`src/rtl/cal_pkg.sv`:
```
package cal_pkg;

  localparam int FIELDS  = 7;
  localparam int FIELD_W = 8;
  localparam int CNT_W   = 7;
  localparam int ALARMS  = 3;

  localparam int IDX_SEC  = 0;
  localparam int IDX_MIN  = 1;
  localparam int IDX_HOUR = 2;
  localparam int IDX_WDAY = 3;
  localparam int IDX_MDAY = 4;
  localparam int IDX_MON  = 5;
  localparam int IDX_YEAR = 6;

  typedef struct packed {
    logic load;
    logic advance;
    logic finish;
  } calStb_t;

  function automatic logic [FIELD_W-1:0] encodeField(input logic [CNT_W-1:0] v, input logic bin);
    logic [3:0] tens;
    logic [3:0] ones;
    tens = 4'(v / CNT_W'(10));
    ones = 4'(v % CNT_W'(10));
    return bin ? {1'b0, v} : {tens, ones};
  endfunction

  function automatic logic [FIELD_W-1:0] decodeField(input logic [FIELD_W-1:0] b, input logic bin);
    return bin ? b : (FIELD_W'(b[7:4]) * FIELD_W'(10) + FIELD_W'(b[3:0]));
  endfunction

  function automatic logic [CNT_W-1:0] daysInMonth(input logic [CNT_W-1:0] mo, input int unsigned yr);
    logic leap;
    leap = (yr % 4 == 0) && ((yr % 100 != 0) || (yr % 400 == 0));
    case (mo)
      CNT_W'(2):                                   return leap ? CNT_W'(29) : CNT_W'(28);
      CNT_W'(4), CNT_W'(6), CNT_W'(9), CNT_W'(11): return CNT_W'(30);
      default:                                     return CNT_W'(31);
    endcase
  endfunction

endpackage

```
`src/rtl/cal_ctrl.sv`:
```
module cal_ctrl
  import cal_pkg::*;
#(
  parameter int SLOW_PER_SEC = 32768,
  parameter int UIP_TICKS    = 8
) (
  input  logic    clk,
  input  logic    rstN,
  input  logic    slowTick,
  input  logic [2:0] oscCtl,
  input  logic    holdSet,
  input  logic    loadStb,
  output calStb_t stb,
  output logic    uipBit
);

  localparam int PW = (SLOW_PER_SEC > 1) ? $clog2(SLOW_PER_SEC) : 1;
  localparam int WW = (UIP_TICKS > 1) ? $clog2(UIP_TICKS) : 1;

  logic [PW-1:0] phaseCnt;
  logic [WW-1:0] winCnt;
  logic          inWin;
  logic          secDone;
  logic          winDone;
  logic          oscOk;

  assign oscOk   = (oscCtl == 3'b010);
  assign secDone = slowTick && (phaseCnt == PW'(SLOW_PER_SEC - 1));
  assign winDone = inWin && slowTick && (winCnt == WW'(UIP_TICKS - 1));

  assign stb.load    = loadStb;
  assign stb.advance = !loadStb && secDone && oscOk;
  assign stb.finish  = !loadStb && winDone;

  always_ff @(posedge clk or negedge rstN) begin
    if (!rstN) begin
      phaseCnt <= '0;
      winCnt   <= '0;
      inWin    <= 1'b0;
      uipBit   <= 1'b0;
    end else if (loadStb) begin
      phaseCnt <= '0;
      winCnt   <= '0;
      inWin    <= 1'b0;
      uipBit   <= 1'b0;
    end else begin
      if (slowTick) begin
        phaseCnt <= secDone ? '0 : phaseCnt + PW'(1);
      end
      if (stb.advance) begin
        inWin  <= 1'b1;
        winCnt <= '0;
        uipBit <= !holdSet;
      end else if (inWin && slowTick) begin
        if (winDone) begin
          inWin  <= 1'b0;
          uipBit <= 1'b0;
        end else begin
          winCnt <= winCnt + WW'(1);
        end
      end
      if (holdSet) begin
        uipBit <= 1'b0;
      end
    end
  end

endmodule

```
`src/rtl/cal_datapath.sv`:
```
module cal_datapath
  import cal_pkg::*;
#(
  parameter int CENTURY = 20
) (
  input  logic clk,
  input  logic rstN,
  input  calStb_t stb,
  input  logic holdSet,
  input  logic alarmEn,
  input  logic updEn,
  input  logic binMode,
  input  logic hour24,
  input  logic [ALARMS-1:0][FIELD_W-1:0] alarmBytes,
  input  logic [FIELDS-1:0][FIELD_W-1:0] loadBytes,
  output logic [FIELDS-1:0][FIELD_W-1:0] fieldOut,
  output logic [FIELD_W-1:0] flagSet
);

  logic [FIELDS-1:0][CNT_W-1:0] cnt;
  logic [FIELDS-1:0][CNT_W-1:0] snap;
  logic [FIELDS-1:0][CNT_W-1:0] nxt;
  logic [FIELDS-1:0][CNT_W-1:0] decLoad;
  logic [CNT_W-1:0]  monthLen;
  logic [ALARMS-1:0] almMatch;
  logic              alarmHit;
  logic [FIELD_W-1:0] hourDec;

  // load decode, hour carries the PM bit in 12-hour mode
  assign hourDec = decodeField({1'b0, loadBytes[IDX_HOUR][6:0]}, binMode)
                 + ((!hour24 && loadBytes[IDX_HOUR][7]) ? FIELD_W'(12) : FIELD_W'(0));

  always_comb begin
    for (int i = 0; i < FIELDS; i++) begin
      decLoad[i] = CNT_W'(decodeField(loadBytes[i], binMode));
    end
    decLoad[IDX_HOUR] = CNT_W'(hourDec);
  end

  assign monthLen = daysInMonth(cnt[IDX_MON], 32'(CENTURY * 100) + 32'(cnt[IDX_YEAR]));

  // one-second carry chain
  always_comb begin
    nxt = cnt;
    if (cnt[IDX_SEC] < CNT_W'(59)) begin
      nxt[IDX_SEC] = cnt[IDX_SEC] + CNT_W'(1);
    end else begin
      nxt[IDX_SEC] = '0;
      if (cnt[IDX_MIN] < CNT_W'(59)) begin
        nxt[IDX_MIN] = cnt[IDX_MIN] + CNT_W'(1);
      end else begin
        nxt[IDX_MIN] = '0;
        if (cnt[IDX_HOUR] < CNT_W'(23)) begin
          nxt[IDX_HOUR] = cnt[IDX_HOUR] + CNT_W'(1);
        end else begin
          nxt[IDX_HOUR] = '0;
          nxt[IDX_WDAY] = (cnt[IDX_WDAY] >= CNT_W'(6)) ? '0 : cnt[IDX_WDAY] + CNT_W'(1);
          if (cnt[IDX_MDAY] < monthLen) begin
            nxt[IDX_MDAY] = cnt[IDX_MDAY] + CNT_W'(1);
          end else begin
            nxt[IDX_MDAY] = CNT_W'(1);
            if (cnt[IDX_MON] >= CNT_W'(12)) begin
              nxt[IDX_MON]  = CNT_W'(1);
              nxt[IDX_YEAR] = (cnt[IDX_YEAR] >= CNT_W'(99)) ? '0 : cnt[IDX_YEAR] + CNT_W'(1);
            end else begin
              nxt[IDX_MON] = cnt[IDX_MON] + CNT_W'(1);
            end
          end
        end
      end
    end
  end

  // alarm comparators: sec, min, hour share index with the counters
  for (genvar a = 0; a < ALARMS; a++) begin : g_alm
    assign almMatch[a] = (alarmBytes[a][7:6] == 2'b11)
                      || (decodeField(alarmBytes[a], binMode) == {1'b0, cnt[a]});
  end
  assign alarmHit = alarmEn && (&almMatch);

  always_ff @(posedge clk or negedge rstN) begin
    if (!rstN) begin
      cnt            <= '0;
      cnt[IDX_MDAY]  <= CNT_W'(1);
      cnt[IDX_MON]   <= CNT_W'(1);
      snap           <= '0;
      snap[IDX_MDAY] <= CNT_W'(1);
      snap[IDX_MON]  <= CNT_W'(1);
      flagSet        <= '0;
    end else begin
      flagSet <= '0;
      if (stb.load) begin
        cnt  <= decLoad;
        snap <= decLoad;
      end else begin
        if (stb.advance) begin
          cnt <= nxt;
        end
        if (stb.finish) begin
          if (!holdSet) begin
            snap <= cnt;
          end
          flagSet <= {alarmHit || updEn, 1'b0, alarmHit, updEn, 4'b0000};
        end
      end
    end
  end

  // output formatting
  for (genvar f = 0; f < FIELDS; f++) begin : g_fmt
    if (f == IDX_HOUR) begin : g_hour
      logic             pm;
      logic [CNT_W-1:0] h12;
      logic [FIELD_W-1:0] enc12;
      assign pm    = snap[f] >= CNT_W'(12);
      assign h12   = pm ? snap[f] - CNT_W'(12) : snap[f];
      assign enc12 = encodeField(h12, binMode);
      assign fieldOut[f] = hour24 ? encodeField(snap[f], binMode) : (enc12 | {pm, 7'b0});
    end else begin : g_plain
      assign fieldOut[f] = encodeField(snap[f], binMode);
    end
  end

endmodule

```
`src/rtl/cal_timekeeper.sv`:
```
module cal_timekeeper
  import cal_pkg::*;
#(
  parameter int SLOW_PER_SEC = 32768,
  parameter int UIP_TICKS    = 8,
  parameter int CENTURY      = 20
) (
  input  logic       clk,
  input  logic       rstN,
  input  logic       slowTick,
  input  logic [2:0] oscCtl,
  input  logic       holdSet,
  input  logic       alarmEn,
  input  logic       updEn,
  input  logic       binMode,
  input  logic       hour24,
  input  logic [7:0] alarmSec,
  input  logic [7:0] alarmMin,
  input  logic [7:0] alarmHour,
  input  logic       loadStb,
  input  logic [7:0] loadSec,
  input  logic [7:0] loadMin,
  input  logic [7:0] loadHour,
  input  logic [7:0] loadWday,
  input  logic [7:0] loadMday,
  input  logic [7:0] loadMonth,
  input  logic [7:0] loadYear,
  output logic [7:0] outSec,
  output logic [7:0] outMin,
  output logic [7:0] outHour,
  output logic [7:0] outWday,
  output logic [7:0] outMday,
  output logic [7:0] outMonth,
  output logic [7:0] outYear,
  output logic       uipBit,
  output logic [7:0] flagSet
);

  calStb_t stb;
  logic [FIELDS-1:0][FIELD_W-1:0] loadBytes;
  logic [FIELDS-1:0][FIELD_W-1:0] fieldOut;
  logic [ALARMS-1:0][FIELD_W-1:0] alarmBytes;

  assign loadBytes  = {loadYear, loadMonth, loadMday, loadWday, loadHour, loadMin, loadSec};
  assign alarmBytes = {alarmHour, alarmMin, alarmSec};

  cal_ctrl #(
    .SLOW_PER_SEC(SLOW_PER_SEC),
    .UIP_TICKS   (UIP_TICKS)
  ) u_ctrl (
    .clk     (clk),
    .rstN    (rstN),
    .slowTick(slowTick),
    .oscCtl  (oscCtl),
    .holdSet (holdSet),
    .loadStb (loadStb),
    .stb     (stb),
    .uipBit  (uipBit)
  );

  cal_datapath #(
    .CENTURY(CENTURY)
  ) u_dp (
    .clk       (clk),
    .rstN      (rstN),
    .stb       (stb),
    .holdSet   (holdSet),
    .alarmEn   (alarmEn),
    .updEn     (updEn),
    .binMode   (binMode),
    .hour24    (hour24),
    .alarmBytes(alarmBytes),
    .loadBytes (loadBytes),
    .fieldOut  (fieldOut),
    .flagSet   (flagSet)
  );

  assign outSec   = fieldOut[IDX_SEC];
  assign outMin   = fieldOut[IDX_MIN];
  assign outHour  = fieldOut[IDX_HOUR];
  assign outWday  = fieldOut[IDX_WDAY];
  assign outMday  = fieldOut[IDX_MDAY];
  assign outMonth = fieldOut[IDX_MON];
  assign outYear  = fieldOut[IDX_YEAR];

endmodule

```
`config.mk`:
```
export PLATFORM = sky130hd
export DESIGN_NAME = cal_timekeeper
export DESIGN_NICKNAME = d
export VERILOG_FILES = /design/src/rtl/cal_pkg.sv /design/src/rtl/cal_ctrl.sv /design/src/rtl/cal_datapath.sv /design/src/rtl/cal_timekeeper.sv
export SDC_FILE = /design/constraint.sdc
export NUM_CORES = 1
export LEC_CHECK = 0
export BUFFER_PORTS_ARGS = -buffer_cell sky130_fd_sc_hd__buf_2
export CAP_MARGIN = 15
export CORE_MARGIN = 1
export CORE_UTILIZATION = 27
export CTS_CLUSTER_SIZE = 20
export DETAILED_ROUTE_END_ITERATION = 7
export PLACE_DENSITY = 0.44
export SETUP_SLACK_MARGIN = 0.05
export SLEW_MARGIN = 25
export SYNTH_ARGS = -nofsm -noshare
export SYNTH_HDL_FRONTEND = slang
export SYNTH_SLANG_ARGS = --single-unit
```
`constraint.sdc`:
```
create_clock -name clk -period 9.5 [get_ports clk]
set_input_delay 1.425 -clock clk [delete_from_list [all_inputs] [get_ports clk]]
set_output_delay 1.425 -clock clk [all_outputs]
set_load 0.01 [all_outputs]
```
==> results of run 1 <==
cell families (layout without fill, tap and decap cells):
logic type,Yosys count,after routing,share of synthesized area [%]
xor gates and xnor gates,111,111,6.872
buffers and inverters,206,282,6.073
muxes,87,87,6.556
other,1,6,0.02630
DFF,121,121,21.27
adders and majority gates,128,128,12.20
and+or+nand+nor,602,602,19.54
AOI/OAI and AO/OA,607,607,27.46
metrics by stage:
stage | hold WS, ns | utilization, %
4_1_cts | 0.5043 | 31.09
6_report | 0.5102 | 31.15
3_3_place_gp | 0.4825 | 29.86
3_5_place_dp | 0.4908 | 29.86
5_1_grt | 0.5198 | 31.14
2_1_floorplan | 0.4610 | -
critical path: cells and delay by family (launching register included):
kind / cells / cell delay [ns]
compound gates: 9 / 1.53
fa+ha+maj: 3 / 0.90
simple gates: 5 / 0.74
mux: 1 / 0.71
buf+inv: 4 / 0.66
flops: 1 / 0.53
xor+xnor: 1 / 0.17
path summary, 6_finish.rpt:
check / from / endpoint / slack, ns / cells past startpoint
worst min-delay path: u_ctrl.phaseCnt[14] / u_ctrl.phaseCnt[14] / 0.51 / 2
max in group asynchronous: rstN / u_dp.snap[17] / 7.24 / 2
min in group asynchronous: rstN / u_dp.snap[39] / 1.00 / 1
worst max register to register: u_dp.cnt[46] / u_dp.cnt[35] / 2.52 / 19
worst min register to register: u_ctrl.phaseCnt[14] / u_ctrl.phaseCnt[14] / 0.51 / 2
worst max-delay path: u_dp.snap[18] / outHour[4] / 2.42 / 23
routing by layer:
metal	part of all wire, %	vias to the layer above	track usage, %	wire (um)
met5	0.020	-	0	9
met4	0.88	2	3.187	388
met3	3.6	27	2.272	1575
met2	46	251	26.88	20200
met1	50	6514	22.89	21860
li1	-	6829	-	-
power groups by stage:
stage	clock (mW)	combinational (mW)	sequential, mW
floorplan	0	3.14	0.705
global placement	0	3.82	0.833
detailed placement	0	3.81	0.832
CTS	0.732	3.83	0.823
global route	0.754	4.28	0.851
finish	0.717	3.85	0.825
flip-flops by register name, indices dropped and copies added, names as in the netlist:
signal	cells
u_ctrl.inWin	1
u_ctrl.phaseCnt	15
u_ctrl.uipBit	1
u_ctrl.winCnt	3
u_dp.cnt	49
u_dp.flagSet	3
u_dp.snap	49
cell usage after synthesis, types with 12 or more instances:
| cell type | n | area, sq um |
|---|---|---|
| buf_1 | 13 | 48.80 |
| fa_1 | 20 | 400.4 |
| nand2b_1 | 19 | 118.9 |
| nor3_1 | 28 | 140.1 |
| a211oi_1 | 21 | 157.7 |
| a21oi_1 | 129 | 645.6 |
| clkbuf_1 | 83 | 311.6 |
| inv_1 | 84 | 315.3 |
| nor2b_1 | 26 | 162.7 |
| nand3_1 | 37 | 185.2 |
| o31ai_1 | 12 | 90.09 |
| mux2_2 | 20 | 225.2 |
| nor2_1 | 167 | 626.9 |
| dfrtp_1 | 117 | 2928 |
| or3_1 | 16 | 100.1 |
| nand2_1 | 234 | 878.3 |
| o211ai_1 | 29 | 217.7 |
| ha_1 | 103 | 1289 |
| xnor2_1 | 57 | 499.2 |
| mux2i_1 | 63 | 630.6 |
| o21ai_0 | 218 | 1091 |
| a31oi_1 | 30 | 187.7 |
| a21o_1 | 21 | 157.7 |
| a211o_1 | 13 | 113.9 |
| xor2_1 | 53 | 464.2 |
| buf_4 | 15 | 112.6 |
layout make-up:
class / instances / share of cell area [%]
inverters: 88 / 2.066
clock inverters: 11 / 1.049
flip-flops and latches: 121 / 18.83
multi-input cells: 1540 / 64.46
well taps: 680 / 5.282
diodes: 1 / 0.01554
repair buffers: 163 / 5.398
clock buffers: 20 / 2.897
==> key figures, run 1 <==
Critical path
  • Slowest cell on the critical path: mux2i_1
  • Critical path class: reg2out
  • CP dominant cell by count: a21oi_1
  • Worst Path Arrival: approximately 5.7 ns
  • Crit path required time: approximately 8 ns
  • Crit Path Max Fanout: 12
  • Crit-path max cell delay: approximately 0.71 ns
  • CP Launch Type: flip-flop
  • Crit. End Element: output pin
  • Critical path, cell by cell: inv_1 > ha_1 > a31oi_1 > nor3b_1 > buf_4 > mux2i_1 > nand2_1 > nor3_1 > a21oi_1 > xnor2_1 > inv_1 > ha_1 > maj3_1 > nor2_1 > a211oi_1 > o21ai_0 > a21oi_1 > a21oi_1 > a21oi_1 > o21ai_0 > nand3_1 > o21ai_0 > buf_2

Logic synthesis
  • Seq cells post-synth: between 100 and 150
  • Synth Cell Area: around 14000 sq um
  • Synth warn: 0
  • Sequential fraction of the synthesis area: 21.27%
  • Synth cell types: ~100
  • Post-synth EDFFs: 0
  • Syn_area_per_cell: 7.652 sq um
  • Top_reg_cell synth: dfrtp_1
  • Async set-or-reset flop fraction in the synthesized netlist: 100.0%
  • Synth Instances: between 1500 and 2000

Timing
  • TNS Setup: 0 ns
  • Worst Max-Slew Pin Slew: 0.8237 ns
  • Clock skew: slightly below 0.009 ns
  • RSZ-0062 raised after global routing: false
  • Setup WS post-layout: 2.417 ns
  • Worst rel slew slack: between 40% and 50%
  • Final Hold Viols: 0
  • Fin crit share: 74.55%
  • Fmax: between 0.1 and 0.15 GHz
  • Clock period minus worst slack: ~7.1 ns
  • Final setup viols: 0
  • Fin. max-slew vios: 0

Placed design
  • Dpl hpwl: 33.46 mm
  • Placed cell count: ~2600
  • Worst slack, placed: 2.597 ns
  • GP Congestion: just under 0.9
  • Dpl cell area: roughly 15000 sq um
  • # port buffers: 151

Clocking
  • Htree depth: 4
  • Post-CTS sizing: 0
  • Post-CTS setup buffers: 0
  • Clock root cell: clkbuf_16
  • Clock slew at reported path FFs: ~0.060 ns
  • Clock Tree Buf Depth: 2
  • CTS Hold Buffers Added: 0
  • CTS sink cnt: between 100 and 150
  • Worst skew pair latency: between 0.4 and 0.5 ns
  • CTS tree: done
  • Cts bufs inserted: 17

Floorplanning
  • Core box area: slightly above 50000 sq um
  • I/O pins: 157
  • Initial core utilization: 27.57%
  • Die width: 231.8 um
  • Num rows: 83
  • DIE AREA: ~54000 sq um
  • Die Span Y: 231.8 um

GRT
  • Largest net degree at the start of global routing: 66
  • First-pass GRT wire length: between 70 and 80 mm
  • Grt total ovfl: 0
  • Initial antenna violation count: 3
  • Number of global-route vias before repair: 13250
  • Total track usage: approximately 16%

Outcome
  • Status: completed

Final layout
  • Highest-count cells in the layout ignoring fill and taps: nand2_1, o21ai_0, nor2_1
  • Final Instance Count excl. Fillers: between 2000 and 3000
  • Area occupied by multi-input gates: approximately 10000 sq um
  • Most common cell after layout, fill and taps aside: nand2_1
  • Share of cells above drive strength 1: between 10% and 20%
  • Fill cells: around 5600
  • Area growth from synthesis to layout: 12.99%
  • Fin nets: around 2100
  • Post-Layout Inst Area: around 16000 sq um
  • Sequential cell area: 3033 sq um

Power
  • Seq pwr share: between 15 and 20%
  • Pwr per Cell Area: ~330 nW/um^2
  • Lkg Pwr: just over 7 nW
  • Internal power: about 2.6 mW
  • Logic pwr share: between 70% and 80%
  • Total design power: ~5.4 mW
  • Switching Share: a little over half
  • Clock network power share: about an eighth
  • Max VDD drop: just under 0.0003 V
  • Sw Pwr: approximately 2.8 mW

Drt
  • Final WL: roughly 44 mm
  • First drt pass iteration count: 5
  • Via density: 5.192
  • Iter 0 DRT Violations: 1008
  • DRC: 0
  • Via count: around 14000
  • Final ANT Viol Nets: 0
  • Routed wire per std cell: roughly 17 um

Worst hold path
  • Hold Crit Class: reg2reg

Flow run
  • Maxcap violations: 0
No activity file was read; power rests on OpenSTA's default activity.
==> inputs of run 2 (changes only) <==
--- a/config.mk
+++ b/config.mk
@@ -5,6 +5,7 @@
 export SDC_FILE = /design/constraint.sdc
 export NUM_CORES = 1
 export LEC_CHECK = 0
+export ABC_AREA = 1
 export BUFFER_PORTS_ARGS = -buffer_cell sky130_fd_sc_hd__buf_2
 export CAP_MARGIN = 15
 export CORE_MARGIN = 1
==> constraint.sdc (replaced) <==
create_clock -name clk -period 7.1 [get_ports clk]
set_input_delay 1.065 -clock clk [delete_from_list [all_inputs] [get_ports clk]]
set_output_delay 1.065 -clock clk [all_outputs]
set_load 0.01 [all_outputs]
==> key figures, run 2 <==
Power
  • Max VDD drop: between 0.0005 and 0.0006 V
  • Lkg Pwr: 7.614 nW
  • Pwr per Cell Area: approximately 550 nW/um^2

Clocking
  • CTS Hold Buffers Added: 0
  • Clock Tree Buf Depth: 2
  • Clock slew at reported path FFs: approximately 0.060 ns
  • Htree depth: 4
  • Clock root cell: clkbuf_16
  • Worst skew pair latency: 0.42 ns
  • Cts bufs inserted: 17
  • CTS tree: done
  • Post-CTS sizing: 0
  • Post-CTS setup buffers: 0
  • CTS sink cnt: around 120

Drt
  • Routed wire per std cell: approximately 15 um
  • Iter 0 DRT Violations: slightly above 600
  • DRC: 0
  • Highest metal layer with signal wires: met5
  • Routed wl met3: around 1.1 mm
  • First drt pass iteration count: 5
  • Met1 Wirelength: a little under 20 mm
  • Final ANT Viol Nets: 0
  • Via count: between 10000 and 15000
  • Metal2 WL: roughly 18 mm
  • Via density: 4.723
  • Final WL: between 30 and 40 mm

Logic synthesis
  • Async set-or-reset flop fraction in the synthesized netlist: between 90% and 100%
  • Synth warn: 0
  • Synth cell types: 59
  • Top_reg_cell synth: dfrtp_1
  • Top cell type by total area after synthesis: dfrtp_1
  • Yosys top cell area share: ~22%
  • Leading cell types by count after synthesis: nand2_1, inv_1, o21ai_0
  • Sequential fraction of the synthesis area: between 20% and 30%
  • Synth Cell Area: 13190 sq um
  • Seq cells post-synth: approximately 120
  • Synth Instances: about 1900
  • Syn_area_per_cell: between 6 and 7 sq um
  • Most frequent cell after synthesis: nand2_1
  • Post-synth EDFFs: 0
  • Top cells by area, synth: dfrtp_1, nand2_1, ha_1

Final layout
  • Final Instance Count excl. Fillers: about 2700
  • Highest-count cells in the layout ignoring fill and taps: nand2_1, inv_1, o21ai_0
  • Most common cell after layout, fill and taps aside: nand2_1
  • Fin nets: between 2000 and 2500
  • Largest registers: u_dp.cnt (49), u_dp.snap (49), u_ctrl.phaseCnt (15)
  • Area occupied by multi-input gates: about 8900 sq um
  • Sequential cell area: between 3000 and 4000 sq um
  • Fill cells: between 5000 and 6000
  • Area growth from synthesis to layout: 14.59%
  • Inserted Diodes: 0
  • Share of cells above drive strength 1: 14.20%
  • Final core utilization: about a third

Timing
  • Worst rel slew slack: roughly a third
  • Clock skew: around 0.013 ns
  • Final Hold Viols: 0
  • Worst Max-Slew Pin Slew: 1.002 ns
  • Fin. max-slew vios: 0
  • Fmax: 0.1641 GHz
  • TNS Setup: 0 ns
  • Final setup viols: 0
  • Clock period minus worst slack: between 6 and 7 ns
  • Fin crit share: around 86%
  • RSZ-0062 raised after global routing: false

Critical path
  • FF-to-FF setup slack: about 1.5 ns
  • Reg2reg start: u_dp.cnt[46]
  • Crit. End Element: output pin
  • Crit path required time: approximately 6.0 ns
  • Worst Path Arrival: about 5.0 ns
  • Critical path class: reg2out
  • FF-to-FF path depth: 38
  • Crit Reg-Reg Endpoint: u_dp.cnt[43]
  • CP Launch Type: flip-flop
  • Crit-path max cell delay: 0.50 ns
  • Slowest cell on the critical path: nor3_1
  • Crit path from: u_dp.snap[18]
  • Worst Setup EP: outHour[4]
  • Crit Path Max Fanout: 6
  • CP dominant cell by count: inv_1

Outcome
  • Status: completed

Worst hold path
  • Hold Crit Class: reg2reg
  • Worst Hold Path Cells: 2

GRT
  • Initial antenna violation count: 2
  • Number of global-route vias before repair: between 10000 and 15000
  • Largest net degree at the start of global routing: 71
  • Grt total ovfl: 0
  • Total track usage: around 16%
  • First-pass GRT wire length: 64.67 mm

Floorplanning
  • Num rows: 80
  • Core box area: roughly 48000 sq um
  • I/O pins: 157
  • Die width: about 220 um
  • Initial core utilization: 27.51%
  • Die Span Y: ~220 um
  • DIE AREA: ~50000 sq um

Placed design
  • GP Congestion: roughly 0.85
  • Dpl hpwl: 30.69 mm
  • Placed cell count: approximately 2600
  • # port buffers: around 150

Flow run
  • Maxcap violations: 0
-- run 2: changes by cell type after synthesis, moves of 23 or more --
cell / change
a21oi_1: -30
nand4_1: +23
nand2_1: +173
inv_1: +167
a22oi_1: +24
xnor2_1: -34
mux2i_1: -63
nor2b_1: -26
nand2_2: +24
clkbuf_1: -36
nor2_1: +23
nand3_1: +47
xor2_1: +35
-- run 2: cells by family after synthesis --
family,synth area share (%)
simple gates,29.08
buf+inv,9.942
fa+ha+maj,12.81
compound gates,17.78
xor+xnor,7.371
other cells,0.02843
flops,23.00
-- run 2: critical path, delay by kind of cell, from the launching register on --
| kind | cells | cell delay (ns) |
|---|---|---|
| compound gates | 7 | 0.88 |
| xor+xnor | 1 | 0.22 |
| fa+ha+maj | 2 | 0.39 |
| buf+inv | 7 | 0.69 |
| flops | 1 | 0.45 |
| simple gates | 11 | 1.99 |
-- run 2: worst min path at each step --
stage,slack [ns],end,from
floorplan,0.45,u_dp.snap[29],u_dp.snap[29]
global placement,0.47,u_dp.snap[30],u_dp.snap[30]
detailed placement,0.48,u_dp.snap[36],u_dp.snap[36]
CTS,0.49,u_dp.snap[29],u_dp.snap[29]
global route,0.51,u_dp.snap[29],u_dp.snap[29]
finish,0.49,u_dp.snap[29],u_dp.snap[29]
-- run 2: final cells by class --
class / instances / share of cell area [%]
Clock buffer: 17 / 2.815
Clock inverter: 15 / 1.267
Inverter: 265 / 6.607
Multi-Input combinational cell: 1486 / 58.67
Sequential cell: 121 / 20.07
Tap cell: 615 / 5.091
Timing Repair Buffer: 160 / 5.481
-- run 2: power breakdown --
part           internal [mW]  total, mW  switching [mW]
clock network          0.561      0.926           0.366
logic                   2.18       6.44            4.26
registers              0.826       1.00           0.174
-- run 2: metal layers --
layer	GRT usage [%]	vias to the layer above
li1	-	6595
met1	22.04	5869
met2	26.97	161
met3	2.239	24
met4	2.692	4
met5	0	-
-- run 2: stage by stage --
step | setup WS (ns) | total power [mW] | hold WS, ns | cell area (sq um)
after floorplan | 2.075 | 6.204 | 0.4530 | 13200
after global placement | 1.500 | 7.377 | 0.4746 | 14500
after detailed placement | 1.422 | 7.430 | 0.4793 | 14500
after CTS | 0.9605 | 8.400 | 0.4925 | 15110
after global routing | 0.4029 | 9.306 | 0.5128 | 15110
final | 1.006 | 8.363 | 0.4903 | 15110
